--- src/rtl/par2ser_pkg.sv ---
package par2ser_pkg;

  typedef enum logic [1:0] {
    LB_OFF   = 2'd0,
    LB_DATA  = 2'd1,
    LB_CLOCK = 2'd2
  } lb_sel_e;

  function automatic lb_sel_e lb_decode(input logic pd_n, input logic en);
    if (!pd_n)   return LB_OFF;
    else if (en) return LB_DATA;
    else         return LB_CLOCK;
  endfunction

endpackage

--- src/rtl/par2ser_rst_sync.sv ---
module par2ser_rst_sync (
  input  logic clk,
  input  logic arst_n,
  output logic rst_n
);
  logic [1:0] sync_q;

  always_ff @(posedge clk or negedge arst_n) begin
    if (!arst_n) sync_q <= 2'b00;
    else         sync_q <= {sync_q[0], 1'b1};
  end

  assign rst_n = sync_q[1];
endmodule

--- src/rtl/par2ser_capture.sv ---
module par2ser_capture #(
  parameter int WORD_W = 4
) (
  input  logic              clk,
  input  logic              rst_n,
  input  logic              pclk_in,
  input  logic              dual_edge,
  input  logic [WORD_W-1:0] pdata,
  output logic              cap_stb,
  output logic [WORD_W-1:0] hold_word
);
  logic              prev_q;
  logic [WORD_W-1:0] hold_q, hold_d;
  logic              rise, fall;

  always_comb begin
    rise    = pclk_in & ~prev_q;
    fall    = ~pclk_in & prev_q;
    cap_stb = rise | (dual_edge & fall);
    hold_d  = cap_stb ? pdata : hold_q;
  end

  always_ff @(posedge clk or negedge rst_n) begin
    if (!rst_n) begin
      prev_q <= 1'b0;
      hold_q <= '0;
    end else begin
      prev_q <= pclk_in;
      if (cap_stb) hold_q <= hold_d;
    end
  end

  assign hold_word = hold_q;
endmodule

--- src/rtl/par2ser_shifter.sv ---
module par2ser_shifter #(
  parameter int WORD_W = 4
) (
  input  logic              clk,
  input  logic              rst_n,
  input  logic [WORD_W-1:0] hold_word,
  output logic              load_stb,
  output logic              sdata_out,
  output logic              pclk_out
);
  localparam int CW = (WORD_W > 2) ? $clog2(WORD_W) : 1;
  localparam logic [CW-1:0] LAST = CW'(WORD_W - 1);
  localparam logic [CW-1:0] HALF = CW'(WORD_W / 2);

  logic [CW-1:0]     cnt_q, cnt_d;
  logic [WORD_W-1:0] sh_q, sh_d;

  always_comb begin
    load_stb = (cnt_q == LAST);
    cnt_d    = load_stb ? '0 : cnt_q + 1'b1;
    sh_d     = load_stb ? hold_word : {sh_q[WORD_W-2:0], 1'b0};
  end

  always_ff @(posedge clk or negedge rst_n) begin
    if (!rst_n) begin
      cnt_q <= '0;
      sh_q  <= '0;
    end else begin
      cnt_q <= cnt_d;
      sh_q  <= sh_d;
    end
  end

  assign sdata_out = sh_q[WORD_W-1];
  assign pclk_out  = (cnt_q < HALF);
endmodule

--- src/rtl/par2ser_lb_mux.sv ---
module par2ser_lb_mux
  import par2ser_pkg::*;
(
  input  logic lb_pd_n,
  input  logic lb_en,
  input  logic sdata,
  input  logic wclk,
  output logic lb_out,
  output logic lb_valid
);
  lb_sel_e sel;

  always_comb begin
    sel = lb_decode(lb_pd_n, lb_en);
    case (sel)
      LB_DATA:  begin lb_out = sdata; lb_valid = 1'b1; end
      LB_CLOCK: begin lb_out = wclk;  lb_valid = 1'b1; end
      default:  begin lb_out = 1'b0;  lb_valid = 1'b0; end
    endcase
  end
endmodule

--- src/rtl/par2ser_x4.sv ---
module par2ser_x4 #(
  parameter int WORD_W = 4
) (
  input  logic              clk,
  input  logic              arst_n,
  input  logic              pclk_in,
  input  logic [WORD_W-1:0] pdata,
  input  logic              dual_edge,
  input  logic              sclk_en,
  input  logic              lb_pd_n,
  input  logic              lb_en,
  output logic              sdata_out,
  output logic              sclk_out,
  output logic              sclk_oe,
  output logic              pclk_out,
  output logic              lb_out,
  output logic              lb_valid
);
  logic              rst_n;
  logic              cap_stb;
  logic              load_stb;
  logic [WORD_W-1:0] hold_word;

  par2ser_rst_sync u_rst (
    .clk    (clk),
    .arst_n (arst_n),
    .rst_n  (rst_n)
  );

  par2ser_capture #(.WORD_W(WORD_W)) u_cap (
    .clk       (clk),
    .rst_n     (rst_n),
    .pclk_in   (pclk_in),
    .dual_edge (dual_edge),
    .pdata     (pdata),
    .cap_stb   (cap_stb),
    .hold_word (hold_word)
  );

  par2ser_shifter #(.WORD_W(WORD_W)) u_sh (
    .clk       (clk),
    .rst_n     (rst_n),
    .hold_word (hold_word),
    .load_stb  (load_stb),
    .sdata_out (sdata_out),
    .pclk_out  (pclk_out)
  );

  par2ser_lb_mux u_lb (
    .lb_pd_n  (lb_pd_n),
    .lb_en    (lb_en),
    .sdata    (sdata_out),
    .wclk     (pclk_out),
    .lb_out   (lb_out),
    .lb_valid (lb_valid)
  );

  assign sclk_oe  = sclk_en;
  assign sclk_out = clk & sclk_en;
endmodule

--- config.mk ---
export PLATFORM = sky130hd
export DESIGN_NAME = par2ser_x4
export DESIGN_NICKNAME = d
export VERILOG_FILES = /design/src/rtl/par2ser_pkg.sv /design/src/rtl/par2ser_rst_sync.sv /design/src/rtl/par2ser_capture.sv /design/src/rtl/par2ser_shifter.sv /design/src/rtl/par2ser_lb_mux.sv /design/src/rtl/par2ser_x4.sv
export SDC_FILE = /design/constraint.sdc
export NUM_CORES = 1
export LEC_CHECK = 0
export BUFFER_PORTS_ARGS = -buffer_cell sky130_fd_sc_hd__buf_2
export CAP_MARGIN = 20
export CORE_MARGIN = 3
export CORE_UTILIZATION = 30
export CTS_BUF_LIST = sky130_fd_sc_hd__clkbuf_8
export CTS_CLUSTER_DIAMETER = 50
export DETAILED_ROUTE_END_ITERATION = 7
export GPL_ROUTABILITY_DRIVEN = 0
export PLACE_DENSITY = 0.53
export SKIP_CTS_REPAIR_TIMING = 1
export SLEW_MARGIN = 20
export SYNTH_ARGS = -nofsm -noshare
export SYNTH_HDL_FRONTEND = slang
export SYNTH_SLANG_ARGS = --single-unit
--- constraint.sdc ---
create_clock -name clk -period 1.89 [get_ports clk]
set_input_delay 0.378 -clock clk [delete_from_list [all_inputs] [get_ports clk]]
set_output_delay 0.378 -clock clk [all_outputs]
set_load 0.01 [all_outputs]
==> summary.md, run 1 <==
- finished, final reports clean — result of the run
- 0.315 ns — pre-CTS WS
- 67.7% — sequential-to-total area share from yosys stat
- 33 — post-synthesis instance total
- buf_2 (16), dfrtp_1 (13), mux2_2 (7) — leading cell types in the layout, fill and taps excluded
- 10.6% — gr usage total
- reg2async — Tightest Hold Check Type
- 0.34 ns — later-pin clock latency in the skew report
- 320 — total via count after detailed routing
- clkbuf_8 — Crit path top cell by count
- 46.0 um — die height
- 13 — Cell Rows
- 0.13 ns — stage delay of the slowest cell on the critical path
- 13 — Cell variety after synth
- 0.00407 ns — Setup Skew
- 0.687 mV — Peak VDD IR
- 4.57 — mean number of vias per cell
- 1.51 ns — worst endpoint required time
- 14.6 um2 — average cell area after synthesis
- 2120 um2 — DIE AREA
- 0 — global route overflow
- 0 — final number of setup-violating endpoints
- clk2out — Setup Crit Path Kind
- 38.3% — Syn-to-layout area delta
- clock port — startpoint class of the critical path
- 2 — worst-path maximum fanout
- 0 — number of endpoints with negative hold slack in the final report
- 1400 um2 — Std-Cell Core Area
- no — RSZ-0062 raised after global routing
- 0 — Max Transition Viols Final
- 0 ns — accumulated negative setup slack
- 0 — number of warnings issued by yosys
- buf_2 — most common cell after layout, fill and taps aside
- 0 — post-route ant nets
- 54.5% — layout cell share with drive strength beyond 1
- 1.43 ns — arrival time reported for the critical path endpoint
- clkbuf_8, clkbuf_8, and2_1, buf_2 — CP cell instances
- 68 — Nets
- 0.0818 ns — worst path setup slack after routing
- 1180 nW/um2 — total power density per cell area
- 1 — Iter 0 DRT Violations
- 756 um — Total Routed Length
- 13 — number of storage elements in the synthesis netlist
- 346 — number of global-route vias before repair
- 0 — antenna violations before repair
- 0.000329 uW — P_leak
- output port — endpoint class of the critical path
- 1340 um — wire length of the first global-routing pass
- 34.3% — Starting Density
- 46.0 um — die outline width
- 17 — total I/O pin count
- 10.8 um — wire per inst
- 45 — Mapped Nets
- 480 um2 — cell area after synthesis
- and2_1 — slowest cell on the critical path
- 0 — max_cap viols
- 0.05 ns — clock edge transition at the registers on the reported setup and hold paths
- 3 — worst path bufs/invs
- 3 — drt pass-1 iters
- 0 — antenna diode instance count
- 16 — number of buffers added on ports
- 664 um2 — final instance area
- buffers and inverters — family with the most delay on the worst path
- 568 um2 — Post-Place Cell Area
- yes — clock tree from TritonCTS
- 0 — Post-route DRC
- 12 — largest net degree at the start of global routing
## per-layer routing
metal,vias up,track usage [%],part of all wire [%]
met1,150,10.4,39
met3,2,9.88,13
li1,152,-,-
met4,0,10.8,3.0
met2,16,12.4,45
met5,-,0,0
## sequential cells by signal, summed over array words and instances, names as in the netlist
register,cells
u_cap.prev_q,1
u_sh.cnt_q,2
u_cap.hold_word,4
u_sh.sh_q,4
u_rst.sync_q,2
## where the power goes
| part | internal, uW | switching, uW | leakage (uW) | total (uW) |
|---|---|---|---|---|
| Clock | 290 | 122 | 0.0000559 | 412 |
| Combinational | 32.2 | 18.9 | 0.000116 | 51.1 |
| Sequential | 305 | 13.8 | 0.000157 | 318 |
| Total | 627 | 155 | 0.000329 | 781 |
## cell usage after synthesis
| cell | count | area share [%] |
|---|---|---|
| and2_1 | 3 | 3.9 |
| mux2_2 | 7 | 16 |
| buf_4 | 1 | 1.6 |
| a21oi_1 | 1 | 1.0 |
| nor2_1 | 1 | 0.78 |
| nand2_1 | 1 | 0.78 |
| dfrtp_1 | 13 | 68 |
| ha_1 | 1 | 2.6 |
| o21ai_0 | 1 | 1.0 |
| clkbuf_1 | 1 | 0.78 |
| inv_1 | 1 | 0.78 |
| conb_1 | 1 | 0.78 |
| a21oi_2 | 1 | 1.8 |
## worst reg2reg max path: stages (launching register included)
cell and delay [ns]:
dfrtp_1 0.36, a21oi_1 0.08, a21oi_2 0.22, mux2_2 0.37
## worst paths after layout
kind / slack, ns / cells past startpoint / end / start
min reg2reg: 0.17 / 0 / u_sh.sh_q[2]$_DFF_PN0_ / u_rst.sync_q[1]$_DFF_PN0_
max reg2reg: 0.75 / 3 / u_cap.hold_word[0]$_DFFE_PN0P_ / u_cap.prev_q$_DFF_PN0_
min in group clk: 0.18 / 1 / u_cap.prev_q$_DFF_PN0_ / pclk_in
max in group asynchronous: 1.43 / 0 / u_sh.sh_q[1]$_DFF_PN0_ / u_rst.sync_q[1]$_DFF_PN0_
min: 0.17 / 0 / u_sh.sh_q[2]$_DFF_PN0_ / u_rst.sync_q[1]$_DFF_PN0_
max: 0.08 / 4 / sclk_out / clk
## final cells by class
class / instances / area, um2
Sequential cell: 13 / 325
Clock inverter: 1 / 3.75
Timing Repair Buffer: 16 / 85.1
Tap cell: 15 / 18.8
Fill cell: 131 / 734
Inverter: 1 / 3.75
Multi-Input combinational cell: 17 / 140
Clock buffer: 7 / 87.6
## through the flow
step / instances / hold WS, ns / power, uW / utilization (%)
2_1_floorplan: 33 / 0.0824 / 366 / -
3_3_place_gp: 62 / 0.162 / 395 / 40.6
3_5_place_dp: 62 / 0.165 / 398 / 40.6
4_1_cts: 69 / -0.189 / 796 / 46.8
5_1_grt: 70 / 0.179 / 829 / 47.5
6_report: 70 / 0.167 / 781 / 47.5
## kinds of logic (layout without fill, tap and decap cells)
kind of cell / Yosys count / count (layout) / share of synthesized area [%]
other cells: 1 / 1 / 0.781
simple gates: 5 / 5 / 5.47
compound gates: 3 / 3 / 3.90
buf+inv: 3 / 25 / 3.12
flops: 13 / 13 / 67.7
mux: 7 / 7 / 16.4
fa+ha+maj: 1 / 1 / 2.60
Power figures use the tool's default switching activity.
==> run 2: changes to the inputs <==
--- a/constraint.sdc
+++ b/constraint.sdc
@@ -3,2 +3,2 @@
 set_output_delay 0.378 -clock clk [all_outputs]
-set_load 0.01 [all_outputs]
+set_load 0.005 [all_outputs]
==> summary.md, run 2 (synthesis results as in run 1) <==
- reg2async — Tightest Hold Check Type
- 12 — largest net degree at the start of global routing, unchanged
- 1170 nW/um2 — total power density per cell area, -0.74%
- 0.05 ns — clock edge transition at the registers on the reported setup and hold paths, about the same
- 2 — worst-path maximum fanout, unchanged
- and2_1 — slowest cell on the critical path
- 0 — antenna violations before repair, unchanged
- 0.00636 ns — Setup Skew, +0.00229 ns
- 6.2% — power share of the combinational group, -0.3 points
- 68 — Nets, unchanged
- 54.5% — layout cell share with drive strength beyond 1, unchanged
- 1.42 ns — arrival time reported for the critical path endpoint, about the same
- 4.47 — mean number of vias per cell, -2.2%
- 46.0 um — die outline width, unchanged
- 3 — Iter 0 DRT Violations, +2
- 0 — Post-route DRC, unchanged
- 626 uW — Cell Int Power, about the same
- buf_2 — most common cell after layout, fill and taps aside
- 149 uW — Net Sw Power, -3.5%
- 0 — Max Transition Viols Final, unchanged
- 0 — max_cap viols, unchanged
- 613 um — sum of net half-perimeters after detailed placement
- 0 — post-route ant nets, unchanged
- clock port — startpoint class of the critical path
- 2 — drt pass-1 iters, -1
- 310 — number of global-route vias before repair, -10%
- clkbuf_8 — Crit path top cell by count
- 34.3% — Starting Density, unchanged
- no — RSZ-0062 raised after global routing
- 17 — total I/O pin count, unchanged
- 0 ns — accumulated negative setup slack, unchanged
- 13 — Cell Rows, unchanged
- 16 — number of buffers added on ports, unchanged
- 0.327 ns — pre-CTS WS, +0.0127 ns
- 11.4 um — wire per inst, +5.7%
- finished, final reports clean — result of the run
- 0.0931 ns — worst path setup slack after routing, +0.0114 ns
- clkbuf_8, clkbuf_8, and2_1, buf_2 — CP cell instances
- 0 — antenna diode instance count, unchanged
- 0 — number of endpoints with negative hold slack in the final report, unchanged
- 9.38% — gr usage total, -1.3 points
- 313 — total via count after detailed routing, -2.2%
- 1400 um2 — Std-Cell Core Area, unchanged
- output port — endpoint class of the critical path
- 0.34 ns — later-pin clock latency in the skew report, about the same
- 139 — fillers, +6.1%
- 1.51 ns — worst endpoint required time, about the same
- 52.7% — power share of the clock group, about the same
- 799 um — Total Routed Length, +5.7%
- 19.2% — switching power share of the total, -0.56 points
- 38.3% — Syn-to-layout area delta, unchanged
- 0.712 mV — Peak VDD IR, +3.7%
- 1230 um — wire length of the first global-routing pass, -8.2%
- 41.1% — sequential share of power, +0.4 points
- 0.14 ns — stage delay of the slowest cell on the critical path, about the same
- 0 — global route overflow, unchanged
- clk2out — Setup Crit Path Kind
- 0 — final number of setup-violating endpoints, unchanged
- 0.000329 uW — P_leak, unchanged
- 46.0 um — die height, unchanged
- yes — clock tree from TritonCTS
- 2120 um2 — DIE AREA, unchanged
- buf_2 (16), dfrtp_1 (13), mux2_2 (7) — leading cell types in the layout, fill and taps excluded
## run 2: cell counts in the layout (fill, tap and decap cells not counted)
No cell type changed its count.
## run 2: cell type report
class                           instances  area (um2)  area share (%)
Clock inverter                          1        3.75           0.565
Multi-Input combinational cell         17         140            21.1
Sequential cell                        13         325            49.0
Tap cell                               15        18.8            2.82
Clock buffer                            7        87.6            13.2
Timing Repair Buffer                   16        85.1            12.8
Inverter                                1        3.75           0.565
## run 2: power by group through the flow
| stage | combinational, uW | sequential [uW] | clock (uW) |
|---|---|---|---|
| final | 48.2 | 319 | 409 |
| after global routing | 53.2 | 323 | 445 |
| after CTS | 47.6 | 319 | 426 |
| after detailed placement | 47.6 | 324 | 19.4 |
| after global placement | 46.0 | 323 | 19.4 |
| after floorplan | 28.6 | 320 | 10.4 |
## run 2: metrics by stage
step	area, um2	utilization, %	instances	hold WS, ns	total power (uW)
global placement	568	40.6	62	0.162	388
detailed placement	568	40.6	62	0.165	391
floorplan	480	-	33	0.0824	359
finish	664	47.5	70	0.163	776
CTS	654	46.8	69	-0.195	793
global route	664	47.5	70	0.157	821
## run 2: path summary, 6_finish.rpt
path / start / slack, ns / depth (start not counted) / end
max: clk / 0.09 / 4 / sclk_out
min: u_rst.sync_q[1]$_DFF_PN0_ / 0.16 / 0 / u_cap.hold_word[2]$_DFFE_PN0P_
max reg2reg: u_cap.prev_q$_DFF_PN0_ / 0.75 / 3 / u_cap.hold_word[1]$_DFFE_PN0P_
min reg2reg: u_rst.sync_q[1]$_DFF_PN0_ / 0.16 / 0 / u_cap.hold_word[2]$_DFFE_PN0P_
max in group asynchronous: u_rst.sync_q[1]$_DFF_PN0_ / 1.43 / 0 / u_cap.hold_word[1]$_DFFE_PN0P_
min in group clk: pclk_in / 0.17 / 1 / u_cap.prev_q$_DFF_PN0_
## run 2: per-layer routing
| metal | routed length, um | global-route usage [%] | up-vias |
|---|---|---|---|
| met4 | 10 | 7.95 | 0 |
| met1 | 312 | 9.05 | 147 |
| li1 | - | - | 148 |
| met3 | 106 | 9.09 | 2 |
| met5 | 0 | 0 | - |
| met2 | 370 | 11.5 | 16 |
## run 2: worst max-delay path, delay by kind of cell
kind,cells,cell delay (ns)
buffers and inverters,3,0.34
AND/OR/NAND/NOR,1,0.14
